$ cat src/rtl/sfcmp_pkg.sv
package sfcmp_pkg;

    typedef enum logic [1:0] {
        ORD_UNORD = 2'd0,
        ORD_GT    = 2'd1,
        ORD_LT    = 2'd2,
        ORD_EQ    = 2'd3
    } order_e;

    typedef struct packed {
        logic is_nan;
        logic is_snan;
        logic is_sub;
        logic is_zero;
    } fp_class_t;

    typedef struct packed {
        logic ovf;
        logic sgn;
        logic zro;
        logic aux;
        logic par;
        logic cry;
    } cond_flags_t;

    function automatic cond_flags_t encode_order(order_e ord);
        cond_flags_t f;
        f = '0;
        unique case (ord)
            ORD_UNORD: begin f.zro = 1'b1; f.par = 1'b1; f.cry = 1'b1; end
            ORD_GT:    begin f.zro = 1'b0; f.par = 1'b0; f.cry = 1'b0; end
            ORD_LT:    begin f.zro = 1'b0; f.par = 1'b0; f.cry = 1'b1; end
            default:   begin f.zro = 1'b1; f.par = 1'b0; f.cry = 1'b0; end
        endcase
        return f;
    endfunction

endpackage

$ cat src/rtl/sfcmp_classify.sv
module sfcmp_classify #(
    parameter int EXP_W = 8,
    parameter int MAN_W = 23
) (
    input  logic [EXP_W+MAN_W:0]  op,
    output sfcmp_pkg::fp_class_t  cls
);
    localparam int FP_W = 1 + EXP_W + MAN_W;

    logic [EXP_W-1:0] exp_f;
    logic [MAN_W-1:0] frac_f;
    logic             exp_ones;
    logic             exp_zero;
    logic             frac_nz;

    always_comb begin
        exp_f    = op[FP_W-2 -: EXP_W];
        frac_f   = op[MAN_W-1:0];
        exp_ones = &exp_f;
        exp_zero = ~|exp_f;
        frac_nz  = |frac_f;

        cls.is_nan  = exp_ones & frac_nz;
        cls.is_snan = exp_ones & frac_nz & ~frac_f[MAN_W-1];
        cls.is_sub  = exp_zero & frac_nz;
        cls.is_zero = exp_zero & ~frac_nz;
    end
endmodule

$ cat src/rtl/sfcmp_order.sv
module sfcmp_order #(
    parameter int EXP_W = 8,
    parameter int MAN_W = 23
) (
    input  logic [EXP_W+MAN_W:0]  op_a,
    input  logic [EXP_W+MAN_W:0]  op_b,
    input  sfcmp_pkg::fp_class_t  cls_a,
    input  sfcmp_pkg::fp_class_t  cls_b,
    output sfcmp_pkg::order_e     ord
);
    import sfcmp_pkg::*;

    localparam int FP_W  = 1 + EXP_W + MAN_W;
    localparam int MAG_W = FP_W - 1;

    logic             sgn_a;
    logic             sgn_b;
    logic [MAG_W-1:0] mag_a;
    logic [MAG_W-1:0] mag_b;
    logic             a_above;

    always_comb begin
        sgn_a = op_a[FP_W-1];
        sgn_b = op_b[FP_W-1];
        mag_a = op_a[MAG_W-1:0];
        mag_b = op_b[MAG_W-1:0];

        // sign-magnitude ordering: different signs -> positive wins;
        // same sign -> magnitude order, reversed for negatives
        if (sgn_a != sgn_b) begin
            a_above = ~sgn_a;
        end else if (!sgn_a) begin
            a_above = (mag_a > mag_b);
        end else begin
            a_above = (mag_a < mag_b);
        end

        if (cls_a.is_nan || cls_b.is_nan) begin
            ord = ORD_UNORD;
        end else if (cls_a.is_zero && cls_b.is_zero) begin
            ord = ORD_EQ;
        end else if (op_a == op_b) begin
            ord = ORD_EQ;
        end else if (a_above) begin
            ord = ORD_GT;
        end else begin
            ord = ORD_LT;
        end
    end
endmodule

$ cat src/rtl/sfcmp_flag_unit.sv
module sfcmp_flag_unit #(
    parameter int SRC_W  = 128,
    parameter int EXP_W  = 8,
    parameter int MAN_W  = 23,
    parameter int CTL_W  = 16,
    parameter int INV_MASK_BIT = 7,
    parameter int DEN_MASK_BIT = 8
) (
    input  logic             clk,
    input  logic             rst_n,
    input  logic             in_valid,
    input  logic [SRC_W-1:0] src_a,
    input  logic [SRC_W-1:0] src_b,
    input  logic [CTL_W-1:0] ctl_word,
    output logic             out_valid,
    output logic [5:0]       flags_o,
    output logic [1:0]       exc_stat_o,
    output logic             trap_o
);
    import sfcmp_pkg::*;

    localparam int FP_W = 1 + EXP_W + MAN_W;
    localparam int N_OP = 2;

    typedef struct packed {
        logic        vld;
        cond_flags_t flags;
        logic [1:0]  stat;
        logic        trap;
    } state_t;

    state_t st_d;
    state_t st_q;

    logic [FP_W-1:0] lane   [N_OP];
    fp_class_t       cls    [N_OP];
    order_e          ord;
    logic            raise_inv;
    logic            raise_den;
    logic            unmasked;

    assign lane[0] = src_a[FP_W-1:0];
    assign lane[1] = src_b[FP_W-1:0];

    for (genvar gi = 0; gi < N_OP; gi++) begin : g_cls
        sfcmp_classify #(
            .EXP_W (EXP_W),
            .MAN_W (MAN_W)
        ) u_cls (
            .op  (lane[gi]),
            .cls (cls[gi])
        );
    end

    sfcmp_order #(
        .EXP_W (EXP_W),
        .MAN_W (MAN_W)
    ) u_ord (
        .op_a  (lane[0]),
        .op_b  (lane[1]),
        .cls_a (cls[0]),
        .cls_b (cls[1]),
        .ord   (ord)
    );

    always_comb begin
        st_d      = st_q;
        st_d.vld  = in_valid;
        st_d.trap = 1'b0;

        raise_inv = cls[0].is_nan | cls[1].is_nan;
        raise_den = cls[0].is_sub | cls[1].is_sub;
        unmasked  = (raise_inv & ~ctl_word[INV_MASK_BIT])
                  | (raise_den & ~ctl_word[DEN_MASK_BIT]);

        if (in_valid) begin
            st_d.stat = st_q.stat | {raise_den, raise_inv};
            st_d.trap = unmasked;
            if (!unmasked) begin
                st_d.flags = encode_order(ord);
            end
        end
    end

    always_ff @(posedge clk or negedge rst_n) begin
        if (!rst_n) begin
            st_q <= '0;
        end else begin
            st_q <= st_d;
        end
    end

    assign out_valid  = st_q.vld;
    assign flags_o    = st_q.flags;
    assign exc_stat_o = st_q.stat;
    assign trap_o     = st_q.trap;

endmodule

$ cat config.mk
export PLATFORM = sky130hd
export DESIGN_NAME = sfcmp_flag_unit
export DESIGN_NICKNAME = d
export VERILOG_FILES = /design/src/rtl/sfcmp_pkg.sv /design/src/rtl/sfcmp_classify.sv /design/src/rtl/sfcmp_order.sv /design/src/rtl/sfcmp_flag_unit.sv
export SDC_FILE = /design/constraint.sdc
export NUM_CORES = 1
export LEC_CHECK = 0
export ABC_CLOCK_PERIOD_IN_PS = 1070
export CORE_AREA = 8 8 104 106
export CTS_BUF_LIST = sky130_fd_sc_hd__clkbuf_8
export DETAILED_ROUTE_END_ITERATION = 10
export DIE_AREA = 0 0 112 114
export DONT_BUFFER_PORTS = 1
export GPL_TIMING_DRIVEN = 0
export PLACE_DENSITY_LB_ADDON = 0.25
export SYNTH_ARGS = -nofsm -noshare
export SYNTH_HDL_FRONTEND = slang
export SYNTH_HIERARCHICAL = 1
export SYNTH_SLANG_ARGS = --single-unit
export TNS_END_PERCENT = 5
$ cat constraint.sdc
create_clock -name clk -period 1.07 [get_ports clk]
set_input_delay 0.0535 -clock clk [delete_from_list [all_inputs] [get_ports clk]]
set_output_delay 0.0535 -clock clk [all_outputs]
set_load 0.01 [all_outputs]
# Word-level counts from Yosys, hierarchy flattened
# Index checks and enable logic that the tools add are counted.
dict set report op_classes {
  n_lt_le_gt_ge 2
  n_bitwise 18
  n_shift 0
  add_sub_neg 0
  mux 9
  div_mod_pow 0
  n_eq_ne 4
  n_reduce_logical 13
  multipliers 0
}
# cell count
set ops {}
lappend ops {{23-bit OR reduction} 2}
lappend ops {{32-bit == test} 1}
lappend ops {{31-bit > comparator} 1}
lappend ops {{31-bit < comparator} 1}
lappend ops {{8-bit AND reduction} 2}
lappend ops {{8-bit OR reduction} 2}
lappend ops {{1-bit bitwise AND} 8}
lappend ops {{2-bit two-way mux} 4}
lappend ops {{1-bit inverter} 6}
lappend ops {{1-bit two-way mux} 4}
lappend ops {{2-bit case mux with 2 select lines} 1}
lappend ops {{1-bit bitwise OR} 3}
lappend ops {{2-bit by 1-bit == test with 1-bit output, second input constant} 1}
lappend ops {{2-bit == test, second input constant} 1}
lappend ops {{1-bit zero test} 2}
lappend ops {{2-bit zero test} 1}
lappend ops {{2-bit bitwise OR} 1}
lappend ops {{2-bit AND reduction} 1}
lappend ops {{2-bit OR reduction} 1}
lappend ops {{1-bit logical AND} 1}
lappend ops {{1-bit logical OR} 1}
lappend ops {{1-bit != test} 1}
dict set report word_totals {
  n_memories 0
  output_inout_bits 10
  inputBits 275
  mem_bits_ro 0
  mem_bits_rw 0
  latchBits 0
  reg_bits 7
  word_cells 52
}

# Longest topological paths before layout
# Gate-level depths: netlist of run 1.
dict set report logic_depth {
  depth_word 10
  mapped_depth 12
  ltp_nobuf 12
}

# Cells and area by module
# The synthesis of run 1 kept the hierarchy.
# module area_per_inst_um2 seq_area_each_um2 cells_per_inst instances
set modules_own_cells {}
lappend modules_own_cells {sfcmp_order 884.6 0.0 121 1}
lappend modules_own_cells {sfcmp_flag_unit 342.8 175.2 30 1}
lappend modules_own_cells {sfcmp_classify 112.6 0.0 17 2}

# Least setup slack after synthesis of run 1
# Ideal clock, no wire load.
dict set report synth_timing {
  path_kind {in2reg}
  start {input src_b[2]}
  end {register st_q (netlist bit flags_o[1])}
  setup_ns 0.125
  arrival_time_ns 2.060
  path_buffers 0
  setup_slack_ns -1.115
  path_stages 11
  t_required_ns 0.945
  cell_sequence {inv_1 ha_1 a21oi_1 a21oi_1 o31a_1 o41ai_2 a21oi_1 a311oi_1 inv_1 ha_1 mux2_4}
}
dict set report synth_between {
  elab_chain_len 9
  word_cells_on_any_way 26
  classes_between {order compare (2); eq/ne (2); mux (7); bitwise (10); reduce/logical (5)}
}
# item line
set synth_rtl {}
lappend synth_rtl {{start: declaration} sfcmp_flag_unit.sv:13} ;# input logic [SRC_W-1:0] src_b,
lappend synth_rtl {{31-bit > comparator or 31-bit < comparator (tied branches)} {sfcmp_order.sv:33, sfcmp_order.sv:35}}
lappend synth_rtl {{1-bit two-way mux} sfcmp_order.sv:32} ;# end else if (!sgn_a) begin
lappend synth_rtl {{1-bit two-way mux} sfcmp_order.sv:30} ;# if (sgn_a != sgn_b) begin
lappend synth_rtl {{2-bit two-way mux} sfcmp_order.sv:44} ;# end else if (a_above) begin
lappend synth_rtl {{2-bit two-way mux} sfcmp_order.sv:42} ;# end else if (op_a == op_b) begin
lappend synth_rtl {{2-bit two-way mux} sfcmp_order.sv:40} ;# end else if (cls_a.is_zero && cls_b.is_zero) begin
lappend synth_rtl {{2-bit two-way mux (*)} sfcmp_order.sv:38} ;# if (cls_a.is_nan || cls_b.is_nan) begin
lappend synth_rtl {{via ord[1]} sfcmp_flag_unit.sv:37} ;# order_e ord;
lappend synth_rtl {{2-bit == test or 2-bit zero test (tied branches)} sfcmp_pkg.sv:29} ;# unique case (ord)
lappend synth_rtl {{2-bit case mux with 2 select lines (*)} sfcmp_pkg.sv:29}
lappend synth_rtl {{end signal: assignment} sfcmp_flag_unit.sv:89} ;# st_q <= st_d;
lappend synth_rtl {{end: declaration} sfcmp_flag_unit.sv:33} ;# state_t st_q;
# The timed path passes the listed nets; every way through them passes the cells marked *.
# A chain may end at the register's enable or synchronous reset.

# Final worst setup path of run 1
dict set report layout_timing {
  start {input src_b[20]}
  end {register st_q (netlist bit flags_o[1])}
}
# Same word-level chain as after synthesis.

==> results.ini, run 1 <==
[floorplanning]
die-area_mm2=0.01277
die_h_um=114
boundaryPins=285
die_x_um=112
core_mm2=0.009109
start_util_pct=15.76
rows=35

[flow_run]
drv_cap=0

[clocking]
cts_setup_buffers=0
clk_latency_ns=0.22
cts_tree=yes
htree_levels=1
cts-buffers-inserted=3
cts.sinks=7
root_buffer=clkbuf_8
clk_pin_slew_ns=0.04
clockBufferDepth=2

[sta]
max_freq_mhz=504.1
grt_setup_unrepaired=yes
worst_pin_slew_ns=0.4935
fin_skew_ns=0
finalHoldViolCount=0
final.period_utilization_pct=185.4
setup_viol=4
worst_slack_ns=-0.9137
relSlewSlack_pct=66.90
fin_crit_ns=1.984
drv_slew=0
fin_setup_tns_ns=-2.797

[outcome]
outcome=finished with violations
violations=negative setup slack

[setup_path]
worstSetupPathType=primary input to flop
critPathRequiredTime_ns=1.18
crit_path_max_fanout=4
r2r_slack_ns=0.25
r2r_start=flags_o[1]
startpoint_type=primary input
cp.arrival_ns=2.10
reg2regPathDepth=1
worstReg2RegEnd=flags_o[1]
crit_path_end_kind=flop

[finish]
n_fill_cell=1031
fin_util_pct=19.96
antenna_cells=0
area_growth_pct=26.68
final_nets=500
drive_gt1_share_pct=18.32

[placement]
pre_cts_ws_ns=-1.381
post-dp-hpwl_mm=5.144
port_buffers=0
finalWeightedCongestion=0.7845

[synth]
yosysWarnings=6
postSynthCellCount=183
avgSynthCellArea_um2=7.842
syn_area_mm2=0.001435

[route]
remaining_drc_errors=0
dr.pass1.iters=4
postRouteAntennaNets=0
vias=1382
first_iter_violations=57
wl_mm=5.692
vias_per_cell=4.576
post_drt_wl_per_cell_um=18.85

[global_routing]
first_global_vias=1403
grt_pass1_wl_mm=8.293
grt.total_usage_pct=8.528
antenna_found_initial=0
grt_overflow=0
grt_max_degree=8

[power]
leakage_nw=0.8049
pwr_density_cell_mw_per_mm2=654.3
ir_drop_uv=242.4

[worst_hold_path]
whs_endpoint=flags_o[3]
min_path_type=primary input to flop
hold_depth=2
hold_start=in_valid

[layout make-up]
| class | instances | area (um2) | share of cell area, % |
|---|---|---|---|
| repair buffers | 2 | 20.02 | 1.101 |
| inverters | 36 | 135.1 | 7.433 |
| well taps | 111 | 138.9 | 7.639 |
| clock inverters | 1 | 3.754 | 0.2065 |
| multi-input cells | 139 | 1281 | 70.48 |
| plain buffers | 3 | 22.52 | 1.239 |
| flip-flops and latches | 7 | 175.2 | 9.635 |
| clock buffers | 3 | 41.29 | 2.271 |
[state kept, by name, summed over array words and instances (netlist names)]
name and count:
exc_stat_o 2, trap_o 1, flags_o 3, out_valid 1
[stage by stage]
stage          std cells  total power [mW]  cell area, um2  hold WS, ns
2_1_floorplan        185            0.6650            1443      -0.2421
5_1_grt              302             1.294            1818      0.05783
3_3_place_gp         296            0.7465            1582      -0.2418
4_1_cts              302             1.180            1775      0.04607
3_5_place_dp         296            0.7487            1582      -0.2419
6_report             302             1.189            1818      0.04965
[worst max-delay path by stage]
stage / start / endpoint / slack (ns) / depth (start not counted)
after floorplan: src_b[2] / flags_o[1] / -1.12 / 11
final: src_b[20] / flags_o[1] / -0.91 / 10
after global routing: src_b[29] / flags_o[1] / -1.06 / 10
after detailed placement: src_b[4] / flags_o[1] / -1.38 / 11
after CTS: src_b[20] / flags_o[1] / -0.97 / 10
after global placement: src_b[2] / flags_o[1] / -1.39 / 11
[critical path: stages]
cell,delay [ns]
inv_1,0.04
ha_4,0.27
nand4_1,0.19
nor4_4,0.36
nand3_2,0.16
a31o_1,0.26
a311oi_2,0.24
inv_1,0.08
ha_2,0.18
mux2_4,0.26
[per-layer routing]
layer	GRT usage (%)	part of all wire, %	vias up
li1	-	-	692
met1	11.18	47	629
met2	12.72	42	59
met3	3.962	11	2
met4	1.079	0.65	0
met5	0	0	-
[where the power goes]
part           total [mW]  leakage, nW  internal (mW)  switching (mW)
clock               0.364       0.0269          0.248           0.116
sequential          0.353       0.0883          0.305          0.0483
combinational       0.472        0.690          0.233           0.239
total                1.19        0.805          0.786           0.403
[timing repair]
action / in CTS / in global routing
endpoints found under the hold margin: 11 / 0
endpoints found under the setup margin: 6 / 6
hold buffers: 2 / 0
gates resized for setup: 14 / 8
pin swaps: 7 / 2
[layout by cell type, fill, tap and decap left out, types with 3 or more instances in the layout]
master    count
buf_4         3
dfrtp_1       7
nor2_1        4
o21ai_1       3
nor4_1        9
nand2_1       9
and4_1        3
or4_1         4
a211oi_2      3
conb_1        3
inv_1        37
ha_1         23
nand4_1       9
ha_4          9
nor3_1        3
nand3_1       6
clkbuf_8      3
a21oi_1      15
Power figures use the tool's default switching activity.
==> run 2, diff against run 1 <==
--- a/config.mk
+++ b/config.mk
@@ -13,6 +13,7 @@
 export DONT_BUFFER_PORTS = 1
 export GPL_TIMING_DRIVEN = 0
 export PLACE_DENSITY_LB_ADDON = 0.25
+export SKIP_CTS_REPAIR_TIMING = 1
 export SYNTH_ARGS = -nofsm -noshare
 export SYNTH_HDL_FRONTEND = slang
 export SYNTH_HIERARCHICAL = 1
==> results.ini, run 2 (same netlist as run 1, synthesis figures left out) <==
[outcome]
outcome=finished with violations
violations=negative setup slack

[finish]
largest_reg_flops=3  ; unchanged
drive_gt1_share_pct=15.63  ; -2.7 points
n_fill_cell=1042  ; +1.1%
area_growth_pct=21.27
final_nets=501  ; +0.20%
final_common_cell=inv_1
finalNonFillerCells=303  ; +0.33%
final_area_mm2=0.001740  ; -4.3%
final_cell_mix=37 x inv_1, 31 x ha_1, 14 x a21oi_1
antenna_cells=0  ; unchanged

[sta]
drv_slew=0  ; unchanged
finalHoldViolCount=0  ; unchanged
worst_pin_slew_ns=0.4935  ; -0.00001204 ns
grt_setup_unrepaired=yes
fin_skew_ns=0  ; unchanged
final.period_utilization_pct=192.5  ; +7.1 points
max_freq_mhz=485.5  ; -3.7%
fin_crit_ns=2.060  ; +0.07618 ns
worst_slack_ns=-0.9899  ; -0.07618 ns
setup_viol=4  ; unchanged
relSlewSlack_pct=66.90  ; about the same

[route]
vias=1352  ; -2.2%
first_iter_violations=83  ; +46%
post_drt_wl_per_cell_um=18.18  ; -3.6%
wl_mm=5.508  ; -3.2%
dr.pass1.iters=4  ; unchanged
vias_per_cell=4.462  ; -2.5%
postRouteAntennaNets=0  ; unchanged
remaining_drc_errors=0  ; unchanged

[global_routing]
antenna_found_initial=0  ; unchanged
grt_overflow=0  ; unchanged
grt_pass1_wl_mm=7.845  ; -5.4%
first_global_vias=1331  ; -5.1%
grt_max_degree=8  ; unchanged
grt.total_usage_pct=8.116  ; -0.41 points

[worst_hold_path]
hold_start=in_valid
hold_depth=2  ; unchanged
min_path_type=primary input to flop
whs_endpoint=flags_o[3]

[placement]
post-dp-hpwl_mm=5.144  ; unchanged
placed_cell_area_mm2=0.001582  ; unchanged
port_buffers=0  ; unchanged
dp.cells=296  ; unchanged
finalWeightedCongestion=0.7845  ; unchanged

[clocking]
cts_tree=yes
root_buffer=clkbuf_8
cts-buffers-inserted=3  ; unchanged
cts.sinks=7  ; unchanged
clk_latency_ns=0.22  ; about the same
htree_levels=1  ; unchanged
clk_pin_slew_ns=0.04  ; about the same
clockBufferDepth=2  ; unchanged

[floorplanning]
die_h_um=114  ; unchanged
start_util_pct=15.76  ; unchanged
rows=35  ; unchanged
die-area_mm2=0.01277  ; unchanged
boundaryPins=285  ; unchanged
die_x_um=112  ; unchanged
core_mm2=0.009109  ; unchanged

[power]
clkPwrFrac_pct=31.3  ; +0.7 points
p_seq_share_pct=30.5  ; +0.8 points
pwr_density_cell_mw_per_mm2=665.5  ; +1.7%
p_int_mw=0.7677  ; -2.4%
ir_drop_uv=240.8  ; -0.66%
leakage_nw=0.8119  ; +0.86%
swShare_pct=33.72  ; -0.17 points
switching_power_mw=0.3905  ; -3.1%
combPwrFrac_pct=38.2  ; -1.5 points

[setup_path]
worstSetupPathType=primary input to flop
cp-startpoint=src_b[4]
r2r_start=flags_o[1]
cp.arrival_ns=2.17  ; +0.07 ns
max_stage_delay_ns=0.34  ; -0.02 ns
crit_path_max_fanout=4  ; unchanged
crit_path_top_delay_cell=o41ai_4
reg2regPathDepth=1  ; unchanged
worstReg2RegEnd=flags_o[1]
crit_path_end_kind=flop
startpoint_type=primary input
r2r_slack_ns=0.25  ; about the same
critPathRequiredTime_ns=1.18  ; about the same
path_cells=inv_1 > ha_1 > a211oi_2 > nor2_1 > o31a_1 > o41ai_4 > a21oi_2 > a311oi_2 > inv_1 > ha_1 > mux2_4

[flow_run]
drv_cap=0  ; unchanged

run 2: metrics by stage:
stage	hold slack [ns]	worst slack, ns	util (%)	TNS, ns	total power, mW
global route	0.05782	-1.126	19.11	-3.498	1.263
global placement	-0.2418	-1.386	17.36	-4.930	0.7465
CTS	-0.4845	-1.154	17.86	-3.534	1.119
finish	0.04989	-0.9899	19.11	-2.963	1.158
floorplan	-0.2421	-1.115	-	-3.534	0.6650
detailed placement	-0.2419	-1.381	17.36	-4.916	0.7487
run 2: per-layer routing:
| layer | track usage (%) | vias to the layer above | share of wire, % |
|---|---|---|---|
| met1 | 10.75 | 594 | 45 |
| met3 | 3.909 | 0 | 14 |
| met5 | 0 | - | 0 |
| met4 | 0.5396 | 0 | 0 |
| met2 | 12.08 | 65 | 42 |
| li1 | - | 693 | - |
run 2: worst max-delay path, delay by kind of cell:
family	cells	cell delay, ns
AO/OA/AOI/OAI	5	1.19
adder cells (fa/ha/maj)	2	0.48
multiplexers	1	0.26
buffers and inverters	2	0.10
AND/OR/NAND/NOR	1	0.07
run 2: area by class of cell:
| type | count | area (um2) | share of cell area [%] |
|---|---|---|---|
| tap | 111 | 138.9 | 7.980 |
| timing repair buffer | 3 | 27.53 | 1.582 |
| sequential | 7 | 175.2 | 10.06 |
| clock inverter | 1 | 3.754 | 0.2157 |
| buffer | 3 | 22.52 | 1.294 |
| multi-input combinational | 139 | 1196 | 68.73 |
| clock buffer | 3 | 41.29 | 2.372 |
| inverter | 36 | 135.1 | 7.764 |
run 2: worst max path at each step:
stage | endpoint | slack (ns) | depth (start not counted)
after global routing | flags_o[1] | -1.13 | 10
after CTS | flags_o[1] | -1.15 | 11
after global placement | flags_o[1] | -1.39 | 11
after floorplan | flags_o[1] | -1.12 | 11
after detailed placement | flags_o[1] | -1.38 | 11
final | flags_o[1] | -0.99 | 11
run 2: power by group through the flow:
stage	clock network [mW]	logic, mW	registers, mW
after global routing	0.391	0.512	0.360
after floorplan	0	0.319	0.346
after detailed placement	0	0.388	0.360
final	0.362	0.442	0.353
after CTS	0.370	0.391	0.357
after global placement	0	0.385	0.361
